`src/rtl/cl2_pkg.sv`:
```
package cl2_pkg;

    // Pin style; the style also selects which port access triggers the line
    typedef enum logic {
        PIN_OPEN_DRAIN = 1'b0,
        PIN_PUSH_PULL  = 1'b1
    } pin_kind_e;

    // Control bit positions (behavioural: software writes these)
    localparam int unsigned BIT_DIR  = 5;
    localparam int unsigned BIT_SELH = 4;
    localparam int unsigned BIT_SELL = 3;

    typedef struct packed {
        logic dir;
        logic selh;
        logic sell;
    } line_cfg_t;

    typedef enum logic [1:0] {
        LM_RELEASED  = 2'd0,
        LM_MANUAL    = 2'd1,
        LM_HANDSHAKE = 2'd2,
        LM_PULSE     = 2'd3
    } line_mode_e;

    function automatic line_mode_e mode_of(input line_cfg_t c);
        if (!c.dir)      return LM_RELEASED;
        else if (c.selh) return LM_MANUAL;
        else if (c.sell) return LM_PULSE;
        else             return LM_HANDSHAKE;
    endfunction

    // Next level of the state bit (1 = high / released)
    function automatic logic next_level(input line_cfg_t c, input logic cur,
                                        input logic trig, input logic edge_seen);
        logic n;
        n = cur;
        unique case (mode_of(c))
            LM_RELEASED:  n = 1'b1;
            LM_MANUAL:    n = c.sell;
            LM_PULSE:     n = ~trig;
            LM_HANDSHAKE: begin
                if (trig)           n = 1'b0;
                else if (edge_seen) n = 1'b1;
            end
            default:      n = 1'b1;
        endcase
        return n;
    endfunction

endpackage

```
`src/rtl/cl2_cfg_reg.sv`:
```
module cl2_cfg_reg
    import cl2_pkg::*;
#(
    parameter int unsigned CTRL_W = 8
) (
    input  logic              clk,
    input  logic              rst,
    input  logic              we,
    input  logic [CTRL_W-1:0] wdata,
    output line_cfg_t         cfg_q,
    output line_cfg_t         cfg_eff
);
    line_cfg_t cfg_new;

    assign cfg_new.dir  = wdata[BIT_DIR];
    assign cfg_new.selh = wdata[BIT_SELH];
    assign cfg_new.sell = wdata[BIT_SELL];

    // Settings that govern this cycle's update: a write applies at once
    assign cfg_eff = we ? cfg_new : cfg_q;

    always_ff @(posedge clk) begin
        if (rst) cfg_q <= '0;
        else     cfg_q <= cfg_eff;
    end

    // Only the three configuration bits are held
    logic unused_wbits;
    always_comb begin
        unused_wbits = 1'b0;
        for (int i = 0; i < int'(CTRL_W); i++) begin
            if (i != int'(BIT_DIR) && i != int'(BIT_SELH) && i != int'(BIT_SELL))
                unused_wbits = unused_wbits ^ wdata[i];
        end
    end

    // the stored direction follows a write
    a_r1_dir_stored: assert property (@(posedge clk) disable iff (rst)
        we |=> cfg_q.dir == $past(wdata[BIT_DIR]));

    // without a write the configuration holds
    a_r1_cfg_hold: assert property (@(posedge clk) disable iff (rst)
        !we |=> $stable(cfg_q));
endmodule

```
`src/rtl/cl2_level_fsm.sv`:
```
module cl2_level_fsm
    import cl2_pkg::*;
(
    input  logic      clk,
    input  logic      rst,
    input  line_cfg_t cfg_eff,
    input  logic      trig,
    input  logic      edge_seen,
    output logic      level_q
);
    line_mode_e mode_eff;
    logic       level_d;

    assign mode_eff = mode_of(cfg_eff);
    assign level_d  = next_level(cfg_eff, level_q, trig, edge_seen);

    always_ff @(posedge clk) begin
        if (rst) level_q <= 1'b1;
        else     level_q <= level_d;
    end

    a_r2_input_released: assert property (@(posedge clk) disable iff (rst)
        (mode_eff == LM_RELEASED) |=> level_q);

    a_r5_manual_tracks: assert property (@(posedge clk) disable iff (rst)
        (mode_eff == LM_MANUAL) |=> level_q == $past(cfg_eff.sell));

    // a trigger always lands low, even with an edge
    a_r6_handshake_low: assert property (@(posedge clk) disable iff (rst)
        (mode_eff == LM_HANDSHAKE && trig) |=> !level_q);

    a_r6_handshake_rise: assert property (@(posedge clk) disable iff (rst)
        (mode_eff == LM_HANDSHAKE && !trig && edge_seen) |=> level_q);

    a_r12_handshake_hold: assert property (@(posedge clk) disable iff (rst)
        (mode_eff == LM_HANDSHAKE && !trig && !edge_seen) |=> $stable(level_q));

    a_r7_pulse_release: assert property (@(posedge clk) disable iff (rst)
        (mode_eff == LM_PULSE && !trig) |=> level_q);

    a_r7_pulse_low: assert property (@(posedge clk) disable iff (rst)
        (mode_eff == LM_PULSE && trig) |=> !level_q);
endmodule

```
`src/rtl/cl2_pin_drv.sv`:
```
module cl2_pin_drv
    import cl2_pkg::*;
#(
    parameter pin_kind_e PIN_KIND = PIN_OPEN_DRAIN
) (
    input  logic dir,
    input  logic level,
    output logic pin_out,
    output logic pin_oe
);
    generate
        if (PIN_KIND == PIN_OPEN_DRAIN) begin : g_od
            // Only ever sinks; the external pull-up supplies the high level
            assign pin_out = 1'b0;
            assign pin_oe  = dir & ~level;
        end else begin : g_pp
            assign pin_out = level;
            assign pin_oe  = dir;
        end
    endgenerate

    // the released state never enables the pad driver in open-drain style
    always_comb begin
        if (PIN_KIND == PIN_OPEN_DRAIN && level)
            a_r3_od_release: assert (!pin_oe);
    end
endmodule

```
`src/rtl/cl2_line_out.sv`:
```
module cl2_line_out
    import cl2_pkg::*;
#(
    parameter pin_kind_e   PIN_KIND = PIN_OPEN_DRAIN,
    parameter int unsigned CTRL_W   = 8
) (
    input  logic              clk,
    input  logic              rst,
    input  logic              ctrl_we,
    input  logic [CTRL_W-1:0] ctrl_wdata,
    input  logic              port_rd,
    input  logic              port_wr,
    input  logic              line1_edge,
    output logic              pin_out,
    output logic              pin_oe
);
    line_cfg_t cfg_q;
    line_cfg_t cfg_eff;
    logic      trig;
    logic      level_q;

    generate
        if (PIN_KIND == PIN_OPEN_DRAIN) begin : g_trig_rd
            assign trig = port_rd;
            logic unused_wr;
            assign unused_wr = port_wr;
        end else begin : g_trig_wr
            assign trig = port_wr;
            logic unused_rd;
            assign unused_rd = port_rd;
        end
    endgenerate

    cl2_cfg_reg #(.CTRL_W(CTRL_W)) u_cfg (
        .clk     (clk),
        .rst     (rst),
        .we      (ctrl_we),
        .wdata   (ctrl_wdata),
        .cfg_q   (cfg_q),
        .cfg_eff (cfg_eff)
    );

    cl2_level_fsm u_fsm (
        .clk       (clk),
        .rst       (rst),
        .cfg_eff   (cfg_eff),
        .trig      (trig),
        .edge_seen (line1_edge),
        .level_q   (level_q)
    );

    cl2_pin_drv #(.PIN_KIND(PIN_KIND)) u_drv (
        .dir     (cfg_q.dir),
        .level   (level_q),
        .pin_out (pin_out),
        .pin_oe  (pin_oe)
    );

    a_r8_reset_undriven: assert property (@(posedge clk)
        rst |=> !pin_oe);

    a_r2_dir_gates_oe: assert property (@(posedge clk) disable iff (rst)
        (ctrl_we && !ctrl_wdata[BIT_DIR]) |=> !pin_oe);
endmodule

```
`config.mk`:
```
export PLATFORM = sky130hd
export DESIGN_NAME = cl2_line_out
export DESIGN_NICKNAME = d
export VERILOG_FILES = /design/src/rtl/cl2_pkg.sv /design/src/rtl/cl2_cfg_reg.sv /design/src/rtl/cl2_level_fsm.sv /design/src/rtl/cl2_pin_drv.sv /design/src/rtl/cl2_line_out.sv
export SDC_FILE = /design/constraint.sdc
export NUM_CORES = 1
export LEC_CHECK = 0
export ABC_AREA = 1
export BUFFER_PORTS_ARGS = -buffer_cell sky130_fd_sc_hd__buf_2
export CAP_MARGIN = 20
export CORE_AREA = 2 2 39 41
export CTS_BUF_LIST = sky130_fd_sc_hd__clkbuf_4
export CTS_CLUSTER_SIZE = 16
export DETAILED_ROUTE_END_ITERATION = 7
export DIE_AREA = 0 0 41 43
export GPL_TIMING_DRIVEN = 1
export SETUP_SLACK_MARGIN = 0.1
export SLEW_MARGIN = 40
export SYNTH_ARGS = -nofsm -noshare
export SYNTH_HDL_FRONTEND = slang
export SYNTH_SLANG_ARGS = --single-unit
```
`constraint.sdc`:
```
create_clock -name clk -period 1 [get_ports clk]
set_input_delay 0.25 -clock clk [delete_from_list [all_inputs] [get_ports clk]]
set_output_delay 0.25 -clock clk [all_outputs]
set_load 0.005 [all_outputs]
```
==> impl_metrics.csv, run 1 <==
group,metric,value,unit
synth,syn-num-nets,42,
cells_and_area,drive_above_1_share,43.6,%
sta,worst_slack,-5.32,ps
clocking,clock_tree.root_cell,"clkbuf_4",
worst_setup_path,slowest_delay,320,ps
global_routing,grt_pass1_wl,510,um
placed_design,dpl.hpwl,290,um
power_and_ir_drop,internal_power,0.330,mW
clocking,clk_latency,230,ps
clocking,cts.clk_slew.worst_paths,40,ps
route,firstDrtPassIters,1,
floorplan,die_h,43,um
cells_and_area,nNetsFinal,55,
sta,setup_viol,1,
floorplan,initial_core_util,13.6,%
worst_setup_path,cp_max_fo,2,
route,drcViolationCount,0,
worst_setup_path,worst_setup_path_start_kind,"register",
clocking,clockBufferDepth,2,
placed_design,pre_cts_ws,91.2,ps
synth,yosysWarnings,0,
power_and_ir_drop,seqPwrFrac,41.5,%
global_routing,grt_max_degree,6,
clocking,cts_sinks,4,
global_routing,antenna_found_initial,0,
worst_setup_path,worst_ep_required_time,750,ps
route,vias,186,
floorplan,rows,14,
power_and_ir_drop,power.leakage,0.152,nW
synth,synthesis.area,188,um2
sta,period_minus_slack,1010,ps
power_and_ir_drop,switching_power,0.0883,mW
global_routing,overflow,0,
clocking,cts_hold_buf,0,
sta,rsz0062_at_grt,"true",
status,violations,"negative setup slack",
power_and_ir_drop,p_sw_share,21.1,%
cells_and_area,diodes,0,
worst_setup_path,critical_path_class,"reg -> out",
cells_and_area,final_area,272,um2
worst_setup_path,cp-end-kind,"primary output",
route,drt_iter0_drc,0,
global_routing,grt_pass1_vias,156,
synth,syn_inst,28,
worst_setup_path,arrival,760,ps
sta,hold_violations,0,
worst_setup_path,slowest_stage,"dfxtp_2",
sta,fin_skew,0.653,ps
clocking,tritoncts,"built",
synth,synth_seq_cells,4,
power_and_ir_drop,power_frac_clock,46.3,%
flow_run,cap_violations,0,
synth,yosysSeqAreaShare,42.7,%
status,status,"finished, violations left",
floorplan,core_area,1380,um2
floorplan,io_pins,16,
sta,fmax,995,MHz
worst_setup_path,cp_num_buf_inv,2,
floorplan,die_w,41,um
synth,yosysUniqueCellTypes,11,
power_and_ir_drop,vdd_drop_max,313,uV
clocking,numCtsBuffers,3,
route,wl,371,um
placed_design,place.gp.congestion,0.565,
route,vias_per_cell,3.38,
synth,synth_area_per_cell,6.70,um2
power_and_ir_drop,total_power,0.419,mW
route,routedWlPerCell,6.75,um
min_path,hp-class,"in -> reg",
placed_design,io_buffers,8,
clocking,cts_max_level,1,
worst_setup_path,crit_chain,"inv_2, nor2_1, buf_2",
sta,fin_crit_sh,101,%
cells_and_area,area_growth,44.7,%
floorplan,die_area,1760,um2
route,ant_nets,0,
worst_setup_path,crit_family,"flip-flops",
power_and_ir_drop,power_frac_comb,12.2,%
power_and_ir_drop,p_per_area,1540,nW/um2
placed_design,placed_area,240,um2
worst_setup_path,r2r_slack,200,ps
sta,drv_slew,0,
global_routing,grt_usage,5.41,%
## path summary, 6_finish.rpt
path,cells past startpoint,start,endpoint
max,3,u_cfg.cfg_q[2],pin_oe
min,2,rst,u_cfg.cfg_q[1]
max reg2reg,4,u_cfg.cfg_q[2],u_fsm.level_q
min reg2reg,2,u_cfg.cfg_q[0],u_cfg.cfg_q[0]
## cells by family (layout without fill, tap and decap cells)
kind of cell	count (synthesis)	in the layout	synth area share (%)
buffers and inverters	6	17	14.0
other	1	1	2.00
AO/OA/AOI/OAI	2	2	5.33
AND/OR/NAND/NOR	15	15	36.0
flip-flops	4	4	42.7
## synthesized netlist by cell type
| library cell | number | area share [%] |
|---|---|---|
| dfxtp_1 | 4 | 43 |
| nor2_1 | 3 | 6.0 |
| buf_4 | 1 | 4.0 |
| o21ai_0 | 1 | 2.7 |
| nand2_1 | 8 | 16 |
| inv_1 | 5 | 10 |
| and2_4 | 1 | 4.7 |
| conb_1 | 1 | 2.0 |
| nand2_2 | 2 | 6.7 |
| nand3_1 | 1 | 2.7 |
| a21oi_1 | 1 | 2.7 |
## layer usage
metal	share of wire [%]	track usage, %
met5	0	0
met4	0	10.0
met3	5.7	4.71
met2	51	5.63
met1	43	3.83
## layout make-up
cell class,count,area (um2)
inverters,5,18.8
fillers,173,1110
repair buffers,9,47.5
clock buffers,3,22.5
multi-input cells,18,81.3
flip-flops and latches,4,81.3
well taps,16,20.0
## sequential cells by signal (all words and copies together), names as in the netlist
register,flops
u_cfg.cfg_q,3
u_fsm.level_q,1
## cell usage in the layout, fill, tap and decap left out
cell,instances
o21ai_1,1
inv_1,4
buf_2,8
nand3_1,1
nor2_1,3
conb_1,1
nand2_1,8
dfxtp_1,3
inv_2,1
dfxtp_2,1
and2_4,1
buf_4,1
clkbuf_4,3
nand2_2,2
a21oi_1,1
## repair_timing
item	CTS	global route
endpoints found under the hold margin	0	0
setup endpoints to repair	1	2
pin swaps	0	0
gates resized for setup	1	2
buffers inserted	0	1
## per-stage QoR
step | util (%) | cells | setup TNS (ps) | hold WS, ps
final | 19.6 | 55 | -5.32 | 208
after CTS | 19.1 | 54 | -24.0 | 204
after global routing | 19.6 | 55 | -59.8 | 201
after floorplan | - | 28 | 0 | 322
after detailed placement | 17.4 | 51 | 0 | 451
after global placement | 17.4 | 51 | 0 | 447
## power by group through the flow
| stage | clock [mW] | combinational (mW) | sequential (mW) |
|---|---|---|---|
| finish | 0.194 | 0.0513 | 0.174 |
| global route | 0.225 | 0.0574 | 0.174 |
| CTS | 0.206 | 0.0485 | 0.173 |
| detailed placement | 0 | 0.0480 | 0.175 |
| global placement | 0 | 0.0474 | 0.175 |
| floorplan | 0 | 0.0304 | 0.174 |
No activity file was read; power rests on OpenSTA's default activity.
==> inputs of run 2 (changes only) <==
--- a/config.mk
+++ b/config.mk
@@ -14,6 +14,7 @@
 export DETAILED_ROUTE_END_ITERATION = 7
 export DIE_AREA = 0 0 41 43
 export GPL_TIMING_DRIVEN = 1
+export REMOVE_ABC_BUFFERS = 1
 export SETUP_SLACK_MARGIN = 0.1
 export SLEW_MARGIN = 40
 export SYNTH_ARGS = -nofsm -noshare
==> impl_metrics.csv, run 2 (same netlist as run 1, synthesis figures left out) <==
group,metric,value,unit
global_routing,antenna_found_initial,0,
sta,worst_slack,-5.33,ps
cells_and_area,diodes,0,
power_and_ir_drop,power.leakage,0.152,nW
cells_and_area,final_area,272,um2
global_routing,grt_pass1_wl,579,um
route,routedWlPerCell,6.36,um
sta,fmax,995,MHz
min_path,hp-class,"in -> reg",
floorplan,rows,14,
global_routing,overflow,0,
floorplan,core_area,1380,um2
sta,rsz0062_at_grt,"true",
cells_and_area,drive_above_1_share,43.6,%
clocking,cts_max_level,1,
worst_setup_path,cp.depth,3,
floorplan,initial_core_util,13.6,%
placed_design,placed_area,240,um2
power_and_ir_drop,total_power,0.418,mW
clocking,tritoncts,"built",
worst_setup_path,crit_family,"flip-flops",
global_routing,grt_usage,6.32,%
worst_setup_path,worst_setup_path_start_kind,"register",
placed_design,place.gp.congestion,0.602,
floorplan,die_w,41,um
sta,fin_skew,1.33,ps
sta,fin_crit_sh,101,%
placed_design,dpl.hpwl,276,um
clocking,cts_hold_buf,0,
worst_setup_path,worst_ep_required_time,750,ps
global_routing,grtUsageMet3,3.14,%
global_routing,grt_max_degree,6,
worst_setup_path,crit_chain,"inv_2, nor2_1, buf_2",
status,status,"finished, violations left",
sta,hold_violations,0,
clocking,cts.clk_slew.worst_paths,30,ps
floorplan,die_h,43,um
worst_setup_path,arrival,760,ps
sta,period_minus_slack,1010,ps
clocking,cts_sinks,4,
route,vias,190,
route,firstDrtPassIters,1,
worst_setup_path,slowest_stage,"dfxtp_2",
route,drt_iter0_drc,0,
worst_setup_path,critical_path_class,"reg -> out",
cells_and_area,top_regs,"u_cfg.cfg_q x3, u_fsm.level_q x1",
floorplan,die_area,1760,um2
worst_setup_path,cp_max_fo,2,
cells_and_area,largest-register,"u_cfg.cfg_q",
cells_and_area,final_cell_mix,"nand2_1 (8), buf_2 (8), inv_1 (4)",
clocking,clock_tree.root_cell,"clkbuf_4",
cells_and_area,nNetsFinal,55,
worst_setup_path,r2r_cells,4,
route,ant_nets,0,
sta,drv_slew,0,
floorplan,io_pins,16,
route,vias_per_cell,3.45,
clocking,numCtsBuffers,3,
worst_setup_path,cp-end-kind,"primary output",
power_and_ir_drop,vdd_drop_max,259,uV
sta,setup_viol,1,
global_routing,grt_pass1_vias,157,
worst_setup_path,cp_num_buf_inv,2,
clocking,clockBufferDepth,2,
flow_run,cap_violations,0,
power_and_ir_drop,p_per_area,1540,nW/um2
worst_setup_path,slowest_delay,320,ps
global_routing,grt_use_met1,5.77,%
placed_design,io_buffers,8,
global_routing,gr-max-usage-layer,"met4",
min_path,hold_path_depth,2,
clocking,clk_latency,230,ps
global_routing,use_met2,5.63,%
route,drcViolationCount,0,
cells_and_area,largest_reg_flops,3,
cells_and_area,area_growth,44.7,%
status,violations,"negative setup slack",
route,wl,350,um
==> run 2: cell type report <==
class	instances	area, um2
clock buffer	3	22.5
fill	167	1110
inverter	5	18.8
multi-input combinational	18	81.3
sequential	4	81.3
tap	16	20.0
timing repair buffer	9	47.5
==> run 2: worst reg2reg max path, cell delays in order (launching register included) <==
cell	delay, ps
dfxtp_2	320
buf_4	90
nand2_1	40
a21oi_1	150
nand2_1	70
==> run 2: worst paths after layout <==
check / slack, ps / to / start
hold reg to reg: 490 / u_cfg.cfg_q[0] / u_cfg.cfg_q[0]
hold / removal: 210 / u_cfg.cfg_q[1] / rst
setup reg to reg: 210 / u_fsm.level_q / u_cfg.cfg_q[2]
setup / recovery: -5 / pin_oe / u_cfg.cfg_q[2]
==> run 2: repair_timing <==
item | CTS | global route
gates resized for setup | 1 | 2
buffers inserted | 1 | 0
endpoints found under the setup margin | 1 | 2
==> run 2: per-stage QoR <==
| step | worst slack (ps) | utilization, % | hold slack (ps) | instances | TNS [ps] |
|---|---|---|---|---|---|
| floorplan | 266 | - | 322 | 27 | 0 |
| global placement | 88.5 | 17.4 | 448 | 51 | 0 |
| detailed placement | 95.8 | 17.4 | 451 | 51 | 0 |
| CTS | -17.4 | 19.6 | 203 | 55 | -17.4 |
| global route | -64.4 | 19.6 | 194 | 55 | -64.4 |
| finish | -5.33 | 19.6 | 207 | 55 | -5.33 |
==> run 2: report_power, final <==
part	switching [mW]	internal, mW	leakage, nW	total (mW)
clock	0.0600	0.134	0.0138	0.194
combinational	0.0239	0.0267	0.105	0.0506
sequential	0.00338	0.170	0.0334	0.173
==> run 2: metal layers <==
metal  share of wire, %  routed length [um]
met1                 33                 116
met5                  0                   0
met4                 12                  42
met2                 43                 151
met3                 11                  39
==> inputs of run 3 (changes only) <==
--- a/config.mk
+++ b/config.mk
@@ -7,7 +7,6 @@
 export LEC_CHECK = 0
 export ABC_AREA = 1
 export BUFFER_PORTS_ARGS = -buffer_cell sky130_fd_sc_hd__buf_2
-export CAP_MARGIN = 20
 export CORE_AREA = 2 2 39 41
 export CTS_BUF_LIST = sky130_fd_sc_hd__clkbuf_4
 export CTS_CLUSTER_SIZE = 16
==> constraint.sdc (replaced) <==
create_clock -name clk -period 0.96 [get_ports clk]
set_input_delay 0.24 -clock clk [delete_from_list [all_inputs] [get_ports clk]]
set_output_delay 0.24 -clock clk [all_outputs]
set_load 0.005 [all_outputs]
==> impl_metrics.csv, run 3 (same netlist as run 1, synthesis figures left out) <==
group,metric,value,unit
route,ant_nets,0,
power_and_ir_drop,switching_power,0.0926,mW
min_path,worstHoldStart,"rst",
floorplan,rows,14,
sta,setup_viol,1,
status,status,"finished, violations left",
worst_setup_path,slowest_stage,"dfxtp_2",
flow_run,cap_violations,0,
cells_and_area,top_regs,"u_cfg.cfg_q x3, u_fsm.level_q x1",
placed_design,io_buffers,8,
power_and_ir_drop,power.leakage,0.152,nW
floorplan,die_h,43,um
route,wl,362,um
worst_setup_path,crit_chain,"inv_2, nor2_1, buf_2",
sta,period_minus_slack,996,ps
worst_setup_path,arrival,760,ps
sta,fmax,1000,MHz
cells_and_area,largest_reg_flops,3,
clocking,clockBufferDepth,2,
cells_and_area,final_cell_mix,"nand2_1 (8), buf_2 (8), inv_1 (4)",
clocking,clk_latency,230,ps
clocking,tritoncts,"built",
placed_design,placed_area,240,um2
worst_setup_path,critical_path_class,"reg -> out",
min_path,hp-class,"in -> reg",
worst_setup_path,cp-end-kind,"primary output",
global_routing,overflow,0,
cells_and_area,largest-register,"u_cfg.cfg_q",
worst_setup_path,reg2reg_from,"u_cfg.cfg_q[2]",
clocking,cts_sinks,4,
cells_and_area,nNetsFinal,55,
power_and_ir_drop,p_per_area,1590,nW/um2
status,violations,"negative setup slack",
global_routing,antenna_found_initial,0,
cells_and_area,final_area,275,um2
cells_and_area,diodes,0,
floorplan,die_w,41,um
sta,fin_crit_sh,104,%
worst_setup_path,cp_num_buf_inv,2,
floorplan,initial_core_util,13.6,%
floorplan,core_area,1380,um2
global_routing,grt_pass1_wl,579,um
power_and_ir_drop,seqPwrFrac,41.3,%
power_and_ir_drop,power_frac_comb,12.5,%
route,drcViolationCount,0,
sta,rsz0062_at_grt,"true",
cells_and_area,fillers,165,
route,vias,194,
power_and_ir_drop,p_sw_share,21.2,%
worst_setup_path,startpoint,"u_cfg.cfg_q[2]",
sta,final.setup.tns,-35.9,ps
power_and_ir_drop,internal_power,0.345,mW
worst_setup_path,r2r_slack,190,ps
power_and_ir_drop,power_frac_clock,46.2,%
route,drt_iter0_drc,0,
clocking,clock_tree.root_cell,"clkbuf_4",
route,vias_per_cell,3.53,
global_routing,grt_pass1_vias,157,
worst_setup_path,crit_family,"flip-flops",
floorplan,io_pins,16,
global_routing,grt_max_degree,6,
worst_setup_path,worst_setup_path_start_kind,"register",
floorplan,die_area,1760,um2
clocking,cts_max_level,1,
sta,worst_slack,-35.9,ps
worst_setup_path,slowest_delay,320,ps
route,routedWlPerCell,6.58,um
cells_and_area,area_growth,46.7,%
placed_design,dpl.hpwl,276,um
worst_setup_path,r2r_cells,4,
placed_design,place.gp.congestion,0.602,
sta,fin_skew,1.38,ps
clocking,cts.clk_slew.worst_paths,30,ps
route,firstDrtPassIters,1,
min_path,hold_path_depth,2,
global_routing,grt_usage,6.32,%
clocking,cts_hold_buf,0,
min_path,whs_endpoint,"u_cfg.cfg_q[2]",
sta,drv_slew,0,
cells_and_area,post-route-util,19.9,%
worst_setup_path,r2r-end,"u_fsm.level_q",
worst_setup_path,cp_max_fo,2,
power_and_ir_drop,vdd_drop_max,271,uV
sta,hold_violations,0,
cells_and_area,drive_above_1_share,46.2,%
worst_setup_path,worst_ep_required_time,720,ps
clocking,numCtsBuffers,3,
## run 3: cell counts in the layout (fill, tap and decap cells not counted)
No cell type changed its count.
## run 3: cell type report
cell class              instances  area, um2  area share, %
well taps                      16       20.0           7.27
multi-input cells              18       85.1           30.9
inverters                       5       18.8           6.82
repair buffers                  9       47.5           17.3
clock buffers                   3       22.5           8.18
flip-flops and latches          4       81.3           29.5
## run 3: power by group through the flow
| stage | Sequential, mW | Clock [mW] | Combinational, mW |
|---|---|---|---|
| final | 0.181 | 0.202 | 0.0547 |
| after global routing | 0.182 | 0.235 | 0.0644 |
| after CTS | 0.180 | 0.214 | 0.0532 |
| after detailed placement | 0.182 | 0 | 0.0496 |
| after global placement | 0.182 | 0 | 0.0495 |
| after floorplan | 0.182 | 0 | 0.0287 |
## run 3: timing repair
item,in CTS,in global routing
setup buffers,1,0
gates resized for setup,1,3
endpoints found under the setup margin,1,2
## run 3: metrics by stage
step	worst slack [ps]	total power, mW	hold slack, ps	instances
floorplan	226	0.210	312	27
global placement	58.5	0.231	438	51
detailed placement	65.8	0.232	441	51
CTS	-47.4	0.447	193	55
global route	-94.4	0.481	202	55
finish	-35.9	0.437	203	55
## run 3: worst max path at each step
stage / end / slack [ps] / cells after the start
3_3_place_gp: u_fsm.level_q / 60 / 5
3_5_place_dp: u_fsm.level_q / 70 / 5
6_report: pin_oe / -40 / 3
4_1_cts: pin_oe / -50 / 3
2_1_floorplan: u_fsm.level_q / 230 / 4
5_1_grt: pin_oe / -90 / 3
## run 3: layer usage
layer / track usage, % / vias up / routed length (um)
li1: - / 101 / -
met1: 5.77 / 79 / 126
met2: 5.63 / 10 / 153
met3: 3.14 / 4 / 39
met4: 14.0 / 0 / 42
met5: 0 / - / 0
